## src/rtl/qsg_pkg.sv

```systemverilog
package qsg_pkg;
  typedef enum logic [1:0] {ENG_LOAD, ENG_ITER, ENG_DONE} eng_state_e;
  typedef enum logic [1:0] {HS_IDLE, HS_ARM, HS_WAIT_HI, HS_WAIT_LO} hs_state_e;
endpackage

```

## src/rtl/qsg_sync.sv

```systemverilog
module qsg_sync #(
  parameter int STAGES = 2  // >= 2
) (
  input  logic clk_i,
  input  logic rst_ni,
  input  logic d_i,
  output logic q_o
);
  logic [STAGES-1:0] s_q;

  always_ff @(posedge clk_i or negedge rst_ni) begin
    if (!rst_ni) s_q <= '0;
    else         s_q <= {s_q[STAGES-2:0], d_i};
  end

  assign q_o = s_q[STAGES-1];
endmodule

```

## src/rtl/qsg_engine.sv

```systemverilog
module qsg_engine
  import qsg_pkg::*;
#(
  parameter int DATA_W = 26,
  parameter int STEPS  = 2
) (
  input  logic              clk_i,
  input  logic              rst_ni,
  input  logic              take_i,
  output logic              valid_o,
  output logic [DATA_W-1:0] term_o
);
  eng_state_e        st_q;
  logic [DATA_W-1:0] x_q, a_q, b_q, c_q;

  // unrolled shift-add steps
  logic [STEPS:0][DATA_W-1:0] a_s, b_s, c_s;
  assign a_s[0] = a_q;
  assign b_s[0] = b_q;
  assign c_s[0] = c_q;

  for (genvar i = 0; i < STEPS; i++) begin : g_step
    assign c_s[i+1] = c_s[i] + (b_s[i][0] ? a_s[i] : '0);
    assign a_s[i+1] = a_s[i] << 1;
    assign b_s[i+1] = b_s[i] >> 1;
  end

  always_ff @(posedge clk_i or negedge rst_ni) begin
    if (!rst_ni) begin
      st_q <= ENG_LOAD;
      x_q  <= '0;
      a_q  <= '0;
      b_q  <= '0;
      c_q  <= '0;
    end else begin
      unique case (st_q)
        ENG_LOAD: begin
          a_q  <= x_q;
          b_q  <= x_q;
          c_q  <= x_q;
          x_q  <= x_q + DATA_W'(1);
          st_q <= ENG_ITER;
        end
        ENG_ITER: begin
          if (b_q == '0) begin
            st_q <= ENG_DONE;
          end else begin
            a_q <= a_s[STEPS];
            b_q <= b_s[STEPS];
            c_q <= c_s[STEPS];
          end
        end
        ENG_DONE: if (take_i) st_q <= ENG_LOAD;
        default:  st_q <= ENG_LOAD;
      endcase
    end
  end

  assign valid_o = (st_q == ENG_DONE);
  assign term_o  = c_q;


  term_value_chk: assert property (@(posedge clk_i) disable iff (!rst_ni)
    valid_o |-> c_q == (x_q - DATA_W'(1)) * x_q);


  pass_invariant_chk: assert property (@(posedge clk_i) disable iff (!rst_ni)
    (st_q == ENG_ITER && b_q != '0) |=> (c_q + a_q * b_q) == $past(c_q + a_q * b_q));
endmodule

```

## src/rtl/qsg_hs_port.sv

```systemverilog
module qsg_hs_port
  import qsg_pkg::*;
#(
  parameter int DATA_W = 26,
  parameter int OUT_W  = 15
) (
  input  logic              clk_i,
  input  logic              rst_ni,
  input  logic              ack_s_i,
  input  logic              valid_i,
  input  logic [DATA_W-1:0] term_i,
  output logic              take_o,
  output logic              req_o,
  output logic [OUT_W-1:0]  result_o
);
  hs_state_e         st_q;
  logic              req_q;
  logic [OUT_W-1:0]  res_q;
  logic [DATA_W-1:0] hi_bits;
  logic [OUT_W-1:0]  folded;

  assign hi_bits = term_i >> OUT_W;
  assign folded  = term_i[OUT_W-1:0] ^ hi_bits[OUT_W-1:0];
  assign take_o  = (st_q == HS_IDLE) && valid_i && !ack_s_i;

  always_ff @(posedge clk_i or negedge rst_ni) begin
    if (!rst_ni) begin
      st_q  <= HS_IDLE;
      req_q <= 1'b0;
      res_q <= '0;
    end else begin
      unique case (st_q)
        HS_IDLE: if (take_o) begin
          res_q <= folded;
          st_q  <= HS_ARM;
        end
        HS_ARM: begin  // one cycle of data setup before req
          req_q <= 1'b1;
          st_q  <= HS_WAIT_HI;
        end
        HS_WAIT_HI: if (ack_s_i) begin
          req_q <= 1'b0;
          st_q  <= HS_WAIT_LO;
        end
        HS_WAIT_LO: if (!ack_s_i) st_q <= HS_IDLE;
        default:    st_q <= HS_IDLE;
      endcase
    end
  end

  assign req_o    = req_q;
  assign result_o = res_q;


  req_rise_chk: assert property (@(posedge clk_i) disable iff (!rst_ni)
    $rose(req_q) |-> !ack_s_i);


  req_fall_chk: assert property (@(posedge clk_i) disable iff (!rst_ni)
    $fell(req_q) |-> $past(ack_s_i));


  data_setup_chk: assert property (@(posedge clk_i) disable iff (!rst_ni)
    $rose(req_q) |-> $stable(res_q));


  data_hold_chk: assert property (@(posedge clk_i) disable iff (!rst_ni)
    req_q |=> $stable(res_q));
endmodule

```

## src/rtl/quad_seq_gen.sv

```systemverilog
module quad_seq_gen #(
  parameter int DATA_W      = 26,
  parameter int OUT_W       = 15,
  parameter int STEPS       = 2,
  parameter int SYNC_STAGES = 2
) (
  input  logic             clk_i,
  input  logic             rst_ni,
  input  logic             ack_i,
  output logic             req_o,
  output logic [OUT_W-1:0] result_o
);
  logic              ack_s;
  logic              take;
  logic              valid;
  logic [DATA_W-1:0] term;

  qsg_sync #(.STAGES(SYNC_STAGES)) u_sync (
    .clk_i (clk_i),
    .rst_ni(rst_ni),
    .d_i   (ack_i),
    .q_o   (ack_s)
  );

  qsg_engine #(.DATA_W(DATA_W), .STEPS(STEPS)) u_engine (
    .clk_i  (clk_i),
    .rst_ni (rst_ni),
    .take_i (take),
    .valid_o(valid),
    .term_o (term)
  );

  qsg_hs_port #(.DATA_W(DATA_W), .OUT_W(OUT_W)) u_port (
    .clk_i   (clk_i),
    .rst_ni  (rst_ni),
    .ack_s_i (ack_s),
    .valid_i (valid),
    .term_i  (term),
    .take_o  (take),
    .req_o   (req_o),
    .result_o(result_o)
  );
endmodule

```

## config.mk

```make
export PLATFORM = sky130hd
export DESIGN_NAME = quad_seq_gen
export DESIGN_NICKNAME = d
export VERILOG_FILES = /design/src/rtl/qsg_pkg.sv /design/src/rtl/qsg_sync.sv /design/src/rtl/qsg_engine.sv /design/src/rtl/qsg_hs_port.sv /design/src/rtl/quad_seq_gen.sv
export SDC_FILE = /design/constraint.sdc
export NUM_CORES = 1
export LEC_CHECK = 0
export ABC_CLOCK_PERIOD_IN_PS = 4410
export BUFFER_PORTS_ARGS = -buffer_cell sky130_fd_sc_hd__clkbuf_2
export CAP_MARGIN = 10
export CORE_MARGIN = 3
export CORE_UTILIZATION = 49
export DETAILED_ROUTE_END_ITERATION = 7
export PLACE_DENSITY_LB_ADDON = 0.25
export SETUP_SLACK_MARGIN = 0.3
export SYNTH_ARGS = -nofsm -noshare
export SYNTH_HDL_FRONTEND = slang
export SYNTH_HIERARCHICAL = 1
export SYNTH_SLANG_ARGS = --single-unit
export TNS_END_PERCENT = 10
```

## constraint.sdc

```tcl
create_clock -name clk_i -period 4.41 [get_ports clk_i]
set_input_delay 0.441 -clock clk_i [delete_from_list [all_inputs] [get_ports clk_i]]
set_output_delay 0.441 -clock clk_i [all_outputs]
set_load 0.03 [all_outputs]
```

# == Word-level counts from Yosys, hierarchy flattened ==
# Cells that the tools add are included.
# totals
register_bits,126
inputBits,3
output_inout_bits,16
wordCells,54
# classes
add_sub_neg,3
n_eq_ne,11
muxes,17
bitwise,1
n_reduce_logical,13
# op_table
operator,count
26-bit case mux with 2 select lines,3
26-bit two-way mux,5
26-bit adder,2
26-bit by 1-bit adder with 26-bit output (second input constant),1
26-bit zero test,1
15-bit by 11-bit XOR with 15-bit output,1
2-bit two-way mux,5
2-bit inequality test (second input constant),5
2-bit case mux with 4 select lines,1
2-bit AND reduction,4
2-bit equality test (second input constant),3
2-bit case mux with 3 select lines,1
2-bit by 1-bit equality test with 1-bit output (second input constant),2
2-bit zero test,2
2-bit nonzero test,2
3-bit AND reduction,1
1-bit logical AND,2
2-bit by 1-bit inequality test with 1-bit output (second input constant),1
1-bit case mux with 2 select lines,1
1-bit zero test,1
1-bit two-way mux,1

# == Logic depth before layout (Yosys ltp) ==
# Gate-level depths: netlist (run 1).
# logic_depth
ltp_word,5
ltp_mapped,13
depth_no_buf,11

# == Cells and area by module ==
# Netlist (run 1), hierarchy kept.
# by_module_without_submodules
mod,n_inst,cells_per_inst,area_per_inst_um2,seq_area_each_um2
qsg_engine,1,695,6651.4,2652.5
qsg_hs_port,1,80,897.1,450.4
qsg_sync,1,2,50.0,50.0

# == Least setup slack after synthesis (run 1) ==
# No wires, ideal clock.
# synth_timing
path_type,flip-flop to flip-flop
from,register u_engine.b_q[0]
to,register u_engine.c_q[17] (netlist: u_engine/term_o[17])
setup_time_ns,0.156
arrival_time_ns,3.259
required_ns,4.254
setup_slack_ns,0.996
path_stages_with_launch,13
n_path_buf,1
period_less_slack_ns,3.414
cell_sequence,dfrtp_1 -> clkbuf_1 -> and2_1 -> fa_1 -> ha_1 -> fa_1 -> a21o_1 -> a221o_1 -> a311oi_2 -> nor3_1 -> a311oi_2 -> xor2_1 -> a21oi_1
# synth_via
elab_chain_cells,5
word_cells_on_any_way,8
classes_between,2 x add/sub; 1 x eq/ne; 3 x mux; 2 x reduce/logical
# synth_rtl
element,line,text
start: declaration,qsg_engine.sv:14,"logic [DATA_W-1:0] x_q, a_q, b_q, c_q;"
start signal: assignment,qsg_engine.sv:39,b_q <= x_q;
start signal: assignment,qsg_engine.sv:49,b_q <= b_s[STEPS];
26-bit two-way mux,qsg_engine.sv:23,assign c_s[i+1] = c_s[i] + (b_s[i][0] ? a_s[i] : '0);
26-bit adder (2 in a row),qsg_engine.sv:23,
26-bit two-way mux,qsg_engine.sv:45,if (b_q == '0) begin
26-bit case mux with 2 select lines,qsg_engine.sv:36,unique case (st_q)
end signal: assignment,qsg_engine.sv:40,c_q <= x_q;
end signal: assignment,qsg_engine.sv:50,c_q <= c_s[STEPS];
end: declaration,qsg_engine.sv:14,
# Parallel ways exist; a longest one is shown, timed or not. The select of a mux whose other input is x is not followed.
# A chain may end at the register's enable or synchronous reset.

# == Worst setup path after layout (run 1) ==
# layout_timing
from,register u_engine.b_q[1]
to,register u_engine.c_q[23] (netlist: u_engine/term_o[23])
# layout_via
elab_chain_cells,4
word_cells_on_any_way,7
classes_between,1 x add/sub; 1 x eq/ne; 3 x mux; 2 x reduce/logical
# layout_rtl
element,line
26-bit two-way mux,qsg_engine.sv:23
26-bit adder,qsg_engine.sv:23
26-bit two-way mux,qsg_engine.sv:45
26-bit case mux with 2 select lines,qsg_engine.sv:36
# Parallel ways exist; a longest one is shown, timed or not. The select of a mux whose other input is x is not followed.

==> results of run 1 <==
## sequential cells by signal (all words and copies together) (netlist names)
signal           count
u_port/req_o         1
u_engine/b_q        26
u_engine/x_q        26
u_port/st_q          2
u_engine/term_o     26
u_sync/s_q           2
u_engine/a_q        26
u_port/result_o     15
u_engine/st_q        2
## stage by stage
step / instances / utilization / power (mW) / hold slack, ns / setup WS (ns)
floorplan: 777 / - / 3.88 / 0.145 / 0.996
global placement: 947 / 0.527 / 4.52 / 0.332 / 0.872
detailed placement: 947 / 0.527 / 4.61 / 0.335 / 0.839
CTS: 979 / 0.567 / 6.05 / 0.109 / 0.800
global route: 979 / 0.567 / 6.50 / 0.118 / 0.588
finish: 979 / 0.567 / 6.08 / 0.0923 / 0.728
## critical path, stage by stage, from the launching register on
cell and delay [ns]:
dfrtp_1 0.39, buf_4 0.21, and2_1 0.17, fa_1 0.49, fa_1 0.48, a21o_1 0.22
a221o_1 0.38, a311oi_2 0.47, o31ai_1 0.24, and3_1 0.21, a31oi_1 0.18, a21oi_1 0.11
## layout by cell type, fill, tap and decap left out, types with 5 or more instances in the layout
master and n:
buf_4 16, fa_1 25, mux2i_1 6, a21o_1 9, xnor2_1 42, a22oi_1 6, and3_1 7, o22ai_1 76
a21oi_1 83, and2_1 51, inv_1 9, clkbuf_16 17, nor4_1 6, dfrtp_1 126, a31oi_1 6, nand3_1 13
nand4_1 11, a22o_1 5, nor2_1 22, xor2_1 18, ha_1 31, o21ai_0 56, nor3_1 5, nor2b_1 10
nand2_1 59, clkbuf_2 17
## layer usage
metal	vias to the layer above	routed length, um	track usage
li1	2834	-	-
met1	3043	8750	0.343
met2	261	8950	0.367
met3	37	1450	0.0573
met4	0	498	0.0895
met5	-	0	0
## final cells by class
class	count	share of cell area
Inverter	11	0.00490
Clock inverter	9	0.0129
Sequential cell	126	0.374
Timing Repair Buffer	33	0.0244
Clock buffer	23	0.0579
Multi-Input combinational cell	593	0.498
Tap cell	184	0.0273
## final timing paths
kind | start | end | slack [ns] | depth (start not counted)
setup reg to reg | u_engine/b_q[1]$_DFFE_PN0P_ | u_engine/term_o[23]$_DFFE_PN0P_ | 0.73 | 11
max in group asynchronous | rst_ni | u_engine/b_q[3]$_DFFE_PN0P_ | 3.34 | 2
hold reg to reg | u_sync/s_q[0]$_DFF_PN0_ | u_sync/s_q[1]$_DFF_PN0_ | 0.35 | 0
min in group clk_i | ack_i | u_sync/s_q[0]$_DFF_PN0_ | 0.13 | 1
setup / recovery | u_engine/b_q[1]$_DFFE_PN0P_ | u_engine/term_o[23]$_DFFE_PN0P_ | 0.73 | 11
hold / removal | rst_ni | u_engine/term_o[22]$_DFFE_PN0P_ | 0.09 | 1
## power by group
part	internal (mW)	switching, mW
clock	0.890	0.518
combinational	1.13	1.57
sequential	1.52	0.460
## cell families (layout without fill, tap and decap cells)
group	count (synthesis)	count (layout)
fa+ha+maj	56	56
buf+inv	58	76
mux	10	10
simple gates	194	194
flops	126	126
compound gates	273	273
xor+xnor	60	60
==> flow_summary.ini, run 1 <==
[yosys]
synthCells = 777
synth-edff-count = 0
synthFlopType = dfrtp_1
synth_compound_area_frac = 0.217
yosysTopAreaCellShare = 0.415
synthTopCellsByCount = 126 x dfrtp_1, 83 x a21oi_1, 76 x o22ai_1
ys_ff_latch = 126
async_flop_share = 1.00
ys_seq_area_frac = 0.415
synth_area_leaders = dfrtp_1 41%, fa_1 6.6%, o22ai_1 6.3%
synth-xor-area-share = 0.0692
synthMuxAreaShare = 0.0138
synthDistinctLibCells = 57
syn_nets = 836
syn-cell-area_um2 = 7600
synth_simple_gate_area_frac = 0.136
yosys.area_share.adder = 0.117
yosysTopAreaCell = dfrtp_1
avgSynthCellArea_um2 = 9.78
synth_top_family_by_area = compound AO/OA/AOI/OAI gates
yosysMostFrequentCell = dfrtp_1
yosys_warnings = 6

[sta]
period_share = 0.835
fin_skew_ns = 0.00765
fin_crit_ns = 3.68
setup_tns_ns = 0
setup_viol = 0
tightest_slew_ns = 0.940
rsz0062_at_grt = false
hold_viol = 0
fmax_ghz = 0.272
slew_headroom = 0.373
slew_violations = 0

[cells_and_area]
drive_gt1_frac = 0.0981
nFillCells = 1260
multi_input_area_um2 = 4200
seqCellArea_um2 = 3150
diodes = 0
fin_nets = 841
synthToLayoutAreaGrowth_pct = 10.9
design_area_um2 = 8430

[floorplanning]
die-area_um2 = 17000
chipHeight_um = 131
rows = 44
initial_utilization = 0.511
die_x_um = 131
fp.coreArea_um2 = 14900
num_io_pins = 19

[worst_setup_path]
end_kind = flip-flop
cp.arrival_ns = 3.98
crit_fanout = 25
cp-start-kind = flip-flop
crit_type = reg2reg
required_ns = 4.71

[cts]
htreeDepth = 4
cts_resized = 0
cts.sinks = 126
cts_tree = done
cts_root_buf = clkbuf_16
post_cts_buffers = 0
cts-buffers-inserted = 17
insertion_delay_ns = 0.42
cts_buffer_depth = 2
path_clk_slew_ns = 0.06
ctsHoldBuffers = 0

[grt]
antenna_found_initial = 0
overflow = 0
grt_max_degree = 63
grtUsageTotal = 0.243
grt_pass1_wl_um = 31800
first_global_vias = 6084

[power]
powerDensity_nw_per_um2 = 722
peakVddDrop_v = 0.000329
p_leak_nw = 3.87

[drt]
viasPerCell = 6.31
wirelength_um = 19700
vias = 6175
wl_per_cell_um = 20.1
dr.pass1.iters = 6
ant_nets = 0
drc_errors = 0
drtIter0Drc = 737

[placed_design]
portBuffers = 18
gp_congestion = 0.973
dp_hpwl_um = 13800
place_area_um2 = 7830

[min_path]
hold_path_class = in2async

[outcome]
status = completed

[run]
max_cap_viol_count = 0
(Power assumes the default switching activity.)
==> run 2: changes to the inputs <==
--- a/config.mk
+++ b/config.mk
@@ -5,7 +5,7 @@
 export SDC_FILE = /design/constraint.sdc
 export NUM_CORES = 1
 export LEC_CHECK = 0
-export ABC_CLOCK_PERIOD_IN_PS = 4410
+export ABC_CLOCK_PERIOD_IN_PS = 3400
 export BUFFER_PORTS_ARGS = -buffer_cell sky130_fd_sc_hd__clkbuf_2
 export CAP_MARGIN = 10
 export CORE_MARGIN = 3
==> constraint.sdc (replaced) <==
create_clock -name clk_i -period 3.4 [get_ports clk_i]
set_input_delay 0.34 -clock clk_i [delete_from_list [all_inputs] [get_ports clk_i]]
set_output_delay 0.34 -clock clk_i [all_outputs]
set_load 0.03 [all_outputs]
==> flow_summary.ini, run 2 (synthesized netlist as in run 1, its figures left out) <==
[outcome]
status = completed

[sta]
fin_crit_ns = 3.29
fmax_ghz = 0.304
hold_viol = 0
fin_ws_ns = 0.111
setup_viol = 0
hold_slack_ns = 0.0337
fin_skew_ns = 0.0101
period_share = 0.967
tightest_slew_ns = 0.952
slew_violations = 0
rsz0062_at_grt = true
slew_headroom = 0.366

[grt]
grt_pass1_wl_um = 33100
first_global_vias = 6158
antenna_found_initial = 0
overflow = 0
grt_max_degree = 72
grtUsageTotal = 0.251

[worst_setup_path]
required_ns = 3.70
cp-start-kind = flip-flop
crit_fanout = 4
cp.arrival_ns = 3.59
end_kind = flip-flop
crit_type = reg2reg

[floorplanning]
die_x_um = 131
chipHeight_um = 131
die-area_um2 = 17000
fp.coreArea_um2 = 14900
initial_utilization = 0.511
rows = 44
num_io_pins = 19

[cells_and_area]
seqCellArea_um2 = 3150
synthToLayoutAreaGrowth_pct = 14.2
fin_nets = 858
diodes = 0
layout.cells.non_filler = 995
final_common_cell = dfrtp_1
layout_common_cells = 125 x dfrtp_1, 81 x a21oi_1, 76 x o22ai_1
drive_gt1_frac = 0.133
multi_input_area_um2 = 4290
nFillCells = 1259

[run]
max_cap_viol_count = 0

[placed_design]
gp_congestion = 0.931
post-place-ws_ns = 0.111
dp_hpwl_um = 14200
portBuffers = 18
placed_cells = 958

[cts]
cts-buffers-inserted = 17
cts_tree = done
cts_buffer_depth = 2
htreeDepth = 4
path_clk_slew_ns = 0.06
cts.sinks = 126
ctsHoldBuffers = 0
insertion_delay_ns = 0.42
cts_root_buf = clkbuf_16

[power]
powerDensity_nw_per_um2 = 951
peakVddDrop_v = 0.000500
power_mw = 8.26
p_leak_nw = 3.98

[drt]
wirelength_um = 20300
drc_errors = 0
dr.pass1.iters = 5
drtIter0Drc = 756
wl_per_cell_um = 20.4
viasPerCell = 6.34
vias = 6312
ant_nets = 0

[min_path]
hold_path_class = in2reg
## run 2: cell types whose count changed in the layout (fill, tap and decap cells not counted), moves of 2 or more
cell,change
ha_4,+4
ha_1,-6
bufinv_16,+2
ha_2,+2
buf_4,+17
clkinvlp_4,-2
o31ai_1,-2
a21oi_2,+2
a21oi_1,-2
## run 2: layout make-up
type	count	area share
clock buffers	22	0.0546
clock inverters	9	0.0182
inverters	11	0.00476
multi-input cells	593	0.494
flip-flops and latches	126	0.363
well taps	184	0.0265
repair buffers	50	0.0383
## run 2: routing by layer
| metal | global-route usage | wire length, um |
|---|---|---|
| met5 | 0 | 0 |
| met4 | 0.0859 | 495 |
| met3 | 0.0585 | 1450 |
| met2 | 0.376 | 9190 |
| met1 | 0.362 | 9190 |
## run 2: power breakdown
part           switching (mW)  internal (mW)
sequential              0.587           1.97
clock                   0.680           1.28
combinational            2.17           1.56
total                    3.44           4.82
## run 2: path summary, 6_finish.rpt
| path | start | endpoint | slack (ns) | cells after the start |
|---|---|---|---|---|
| setup / recovery | u_engine/a_q[0]$_DFFE_PN0P_ | u_engine/term_o[17]$_DFFE_PN0P_ | 0.11 | 12 |
| setup reg to reg | u_engine/a_q[0]$_DFFE_PN0P_ | u_engine/term_o[17]$_DFFE_PN0P_ | 0.11 | 12 |
| max in group asynchronous | rst_ni | u_engine/b_q[15]$_DFFE_PN0P_ | 2.49 | 2 |
| min in group asynchronous | rst_ni | u_port/result_o[13]$_DFFE_PN0P_ | 0.06 | 1 |
| hold / removal | ack_i | u_sync/s_q[0]$_DFF_PN0_ | 0.03 | 1 |
| hold reg to reg | u_sync/s_q[0]$_DFF_PN0_ | u_sync/s_q[1]$_DFF_PN0_ | 0.35 | 0 |
## run 2: per-stage QoR
step / setup TNS, ns / cell area, um2 / utilization
2_1_floorplan: 0 / 7630 / -
3_5_place_dp: 0 / 7930 / 0.533
6_report: 0 / 8680 / 0.584
4_1_cts: 0 / 8660 / 0.583
5_1_grt: -0.00317 / 8680 / 0.584
3_3_place_gp: 0 / 7930 / 0.533
## run 2: worst max-delay path, cell delays in order (launching register included)
cell and delay [ns]:
dfrtp_1 0.38, and2_1 0.17, fa_1 0.46, ha_2 0.21, fa_2 0.37, a21o_1 0.21, a221o_1 0.33, a311oi_2 0.20
buf_4 0.19, nor3_2 0.06, a311oi_2 0.30, xor2_1 0.20, a21oi_1 0.09
## run 2: repair_timing
action | in CTS | in global routing
resized for setup | 7 | 4
setup endpoints to repair | 11 | 18
pin swaps | 7 | 2
setup buffers | 5 | 1
hold endpoints to repair | 0 | 0
==> run 3: changes to the inputs <==
--- a/config.mk
+++ b/config.mk
@@ -8,6 +8,7 @@
 export ABC_CLOCK_PERIOD_IN_PS = 3400
 export BUFFER_PORTS_ARGS = -buffer_cell sky130_fd_sc_hd__clkbuf_2
 export CAP_MARGIN = 10
+export CORE_ASPECT_RATIO = 0.8
 export CORE_MARGIN = 3
 export CORE_UTILIZATION = 49
 export DETAILED_ROUTE_END_ITERATION = 7
==> flow_summary.ini, run 3 (synthesized netlist as in run 1, its figures left out) <==
[cells_and_area]
diodes = 0
drive_gt1_frac = 0.138
final_core_util = 0.574
layout_common_cells = 125 x dfrtp_1, 81 x a21oi_1, 76 x o22ai_1
final_common_cell = dfrtp_1
synthToLayoutAreaGrowth_pct = 14.2
fin_nets = 860
design_area_um2 = 8680

[floorplanning]
die_x_um = 145
initial_utilization = 0.503
num_io_pins = 19
chipHeight_um = 117
die-area_um2 = 17000
rows = 40
fp.coreArea_um2 = 15100

[sta]
tightest_slew_ns = 0.651
rsz0062_at_grt = true
hold_viol = 0
slew_violations = 0
fin_skew_ns = 0.0129
fmax_ghz = 0.303
period_share = 0.969
hold_slack_ns = 0.0379
setup_tns_ns = 0
fin_crit_ns = 3.30
setup_viol = 0
slew_headroom = 0.564

[drt]
wl_per_cell_um = 20.5
vias = 6349
drtIter0Drc = 654
viasPerCell = 6.20
wl_met2_um = 8740
wl_met1_um = 9710
wl_met3_um = 1970
drc_errors = 0
top_layer = met4
dr.pass1.iters = 5
wirelength_um = 21000
ant_nets = 0

[worst_setup_path]
cp-start-kind = flip-flop
slowest_delay_ns = 0.48
r2r_setup_slack_ns = 0.10
cp.arrival_ns = 3.60
required_ns = 3.70
crit_fanout = 6
timing.rr.start = u_engine/b_q[0]$_DFFE_PN0P_
crit_chain = and2_4 > fa_1 > ha_4 > fa_2 > a21o_1 > a221o_1 > a311oi_2 > buf_4 > o41ai_1 > a21oi_1 > xnor2_1 > o21ai_1
crit_slowest_cell = fa_1
critPathLaunch = u_engine/b_q[0]$_DFFE_PN0P_
reg2reg_depth = 12
end_kind = flip-flop
crit_type = reg2reg
endpoint = u_engine/term_o[25]$_DFFE_PN0P_
rr_endpoint = u_engine/term_o[25]$_DFFE_PN0P_

[cts]
cts_buffer_depth = 2
path_clk_slew_ns = 0.06
cts-buffers-inserted = 17
htreeDepth = 4
insertion_delay_ns = 0.42
cts.sinks = 126
cts_tree = done
cts_root_buf = clkbuf_16

[grt]
grt_pass1_wl_um = 34000
overflow = 0
grt_max_degree = 44
grtUsageTotal = 0.252
first_global_vias = 6234
antenna_found_initial = 0

[power]
powerDensity_nw_per_um2 = 926
peakVddDrop_v = 0.000428
power_mw = 8.03
p_leak_nw = 3.96

[placed_design]
place_area_um2 = 7990
gp_congestion = 0.911
dp_hpwl_um = 15100
portBuffers = 18

[run]
max_cap_viol_count = 0

[outcome]
status = completed

[min_path]
hold_path_class = in2reg
## run 3: changes by cell type in the layout (fill, tap and decap cells not counted), moves of 2 or more
| cell | previous run | this run |
|---|---|---|
| o21ai_1 | 3 | 5 |
| clkinvlp_4 | 2 | 4 |
| ha_1 | 25 | 28 |
| buf_12 | 0 | 2 |
| bufinv_16 | 4 | 0 |
| o21ai_0 | 55 | 53 |
| inv_6 | 1 | 3 |
| ha_4 | 4 | 2 |
## run 3: metrics by stage
step / setup slack [ns] / std cells
global placement: 0.103 / 984
finish: 0.104 / 1024
global route: 0.00393 / 1024
detailed placement: -0.0532 / 984
CTS: 0.126 / 1024
floorplan: 0.167 / 777
## run 3: worst max-delay path: cells and delay by family, from the launching register on
family                     cells  cell delay, ns
adders and majority gates      3            1.07
DFF                            1            0.45
AOI/OAI and AO/OA              6            1.14
and+or+nand+nor                1            0.16
buffers and inverters          1            0.19
xor gates and xnor gates       1            0.16
## run 3: layer usage
| metal | global-route usage | vias to the layer above |
|---|---|---|
| met1 | 0.381 | 3163 |
| met3 | 0.0684 | 32 |
| li1 | - | 2881 |
| met5 | 0 | - |
| met4 | 0.0985 | 0 |
| met2 | 0.342 | 273 |
## run 3: worst min path at each step
stage	start	endpoint	cells past startpoint
floorplan	rst_ni	u_engine/a_q[0]$_DFFE_PN0P_	0
global placement	u_sync/s_q[0]$_DFF_PN0_	u_sync/s_q[1]$_DFF_PN0_	0
detailed placement	u_sync/s_q[0]$_DFF_PN0_	u_sync/s_q[1]$_DFF_PN0_	0
CTS	ack_i	u_sync/s_q[0]$_DFF_PN0_	1
global route	ack_i	u_sync/s_q[0]$_DFF_PN0_	1
finish	ack_i	u_sync/s_q[0]$_DFF_PN0_	1
## run 3: layout make-up
type | count | area (um2)
fill | 1349 | 6440
multi-input combinational | 593 | 4290
sequential | 126 | 3150
clock buffer | 21 | 470
timing repair buffer | 52 | 375
tap | 210 | 263
clock inverter | 11 | 83.8
inverter | 11 | 41.3
## run 3: what timing repair did
| action | CTS | global route |
|---|---|---|
| setup buffers | 7 | 0 |
| endpoints found under the setup margin | 13 | 15 |
| endpoints found under the hold margin | 38 | 0 |
| hold buffers | 1 | 0 |
| pin swaps | 6 | 14 |
| resized for setup | 5 | 11 |
## run 3: where the power goes
part           internal [mW]  switching [mW]
Clock                  0.995           0.709
Combinational           1.58            2.18
Sequential              1.97           0.600
Total                   4.54            3.49
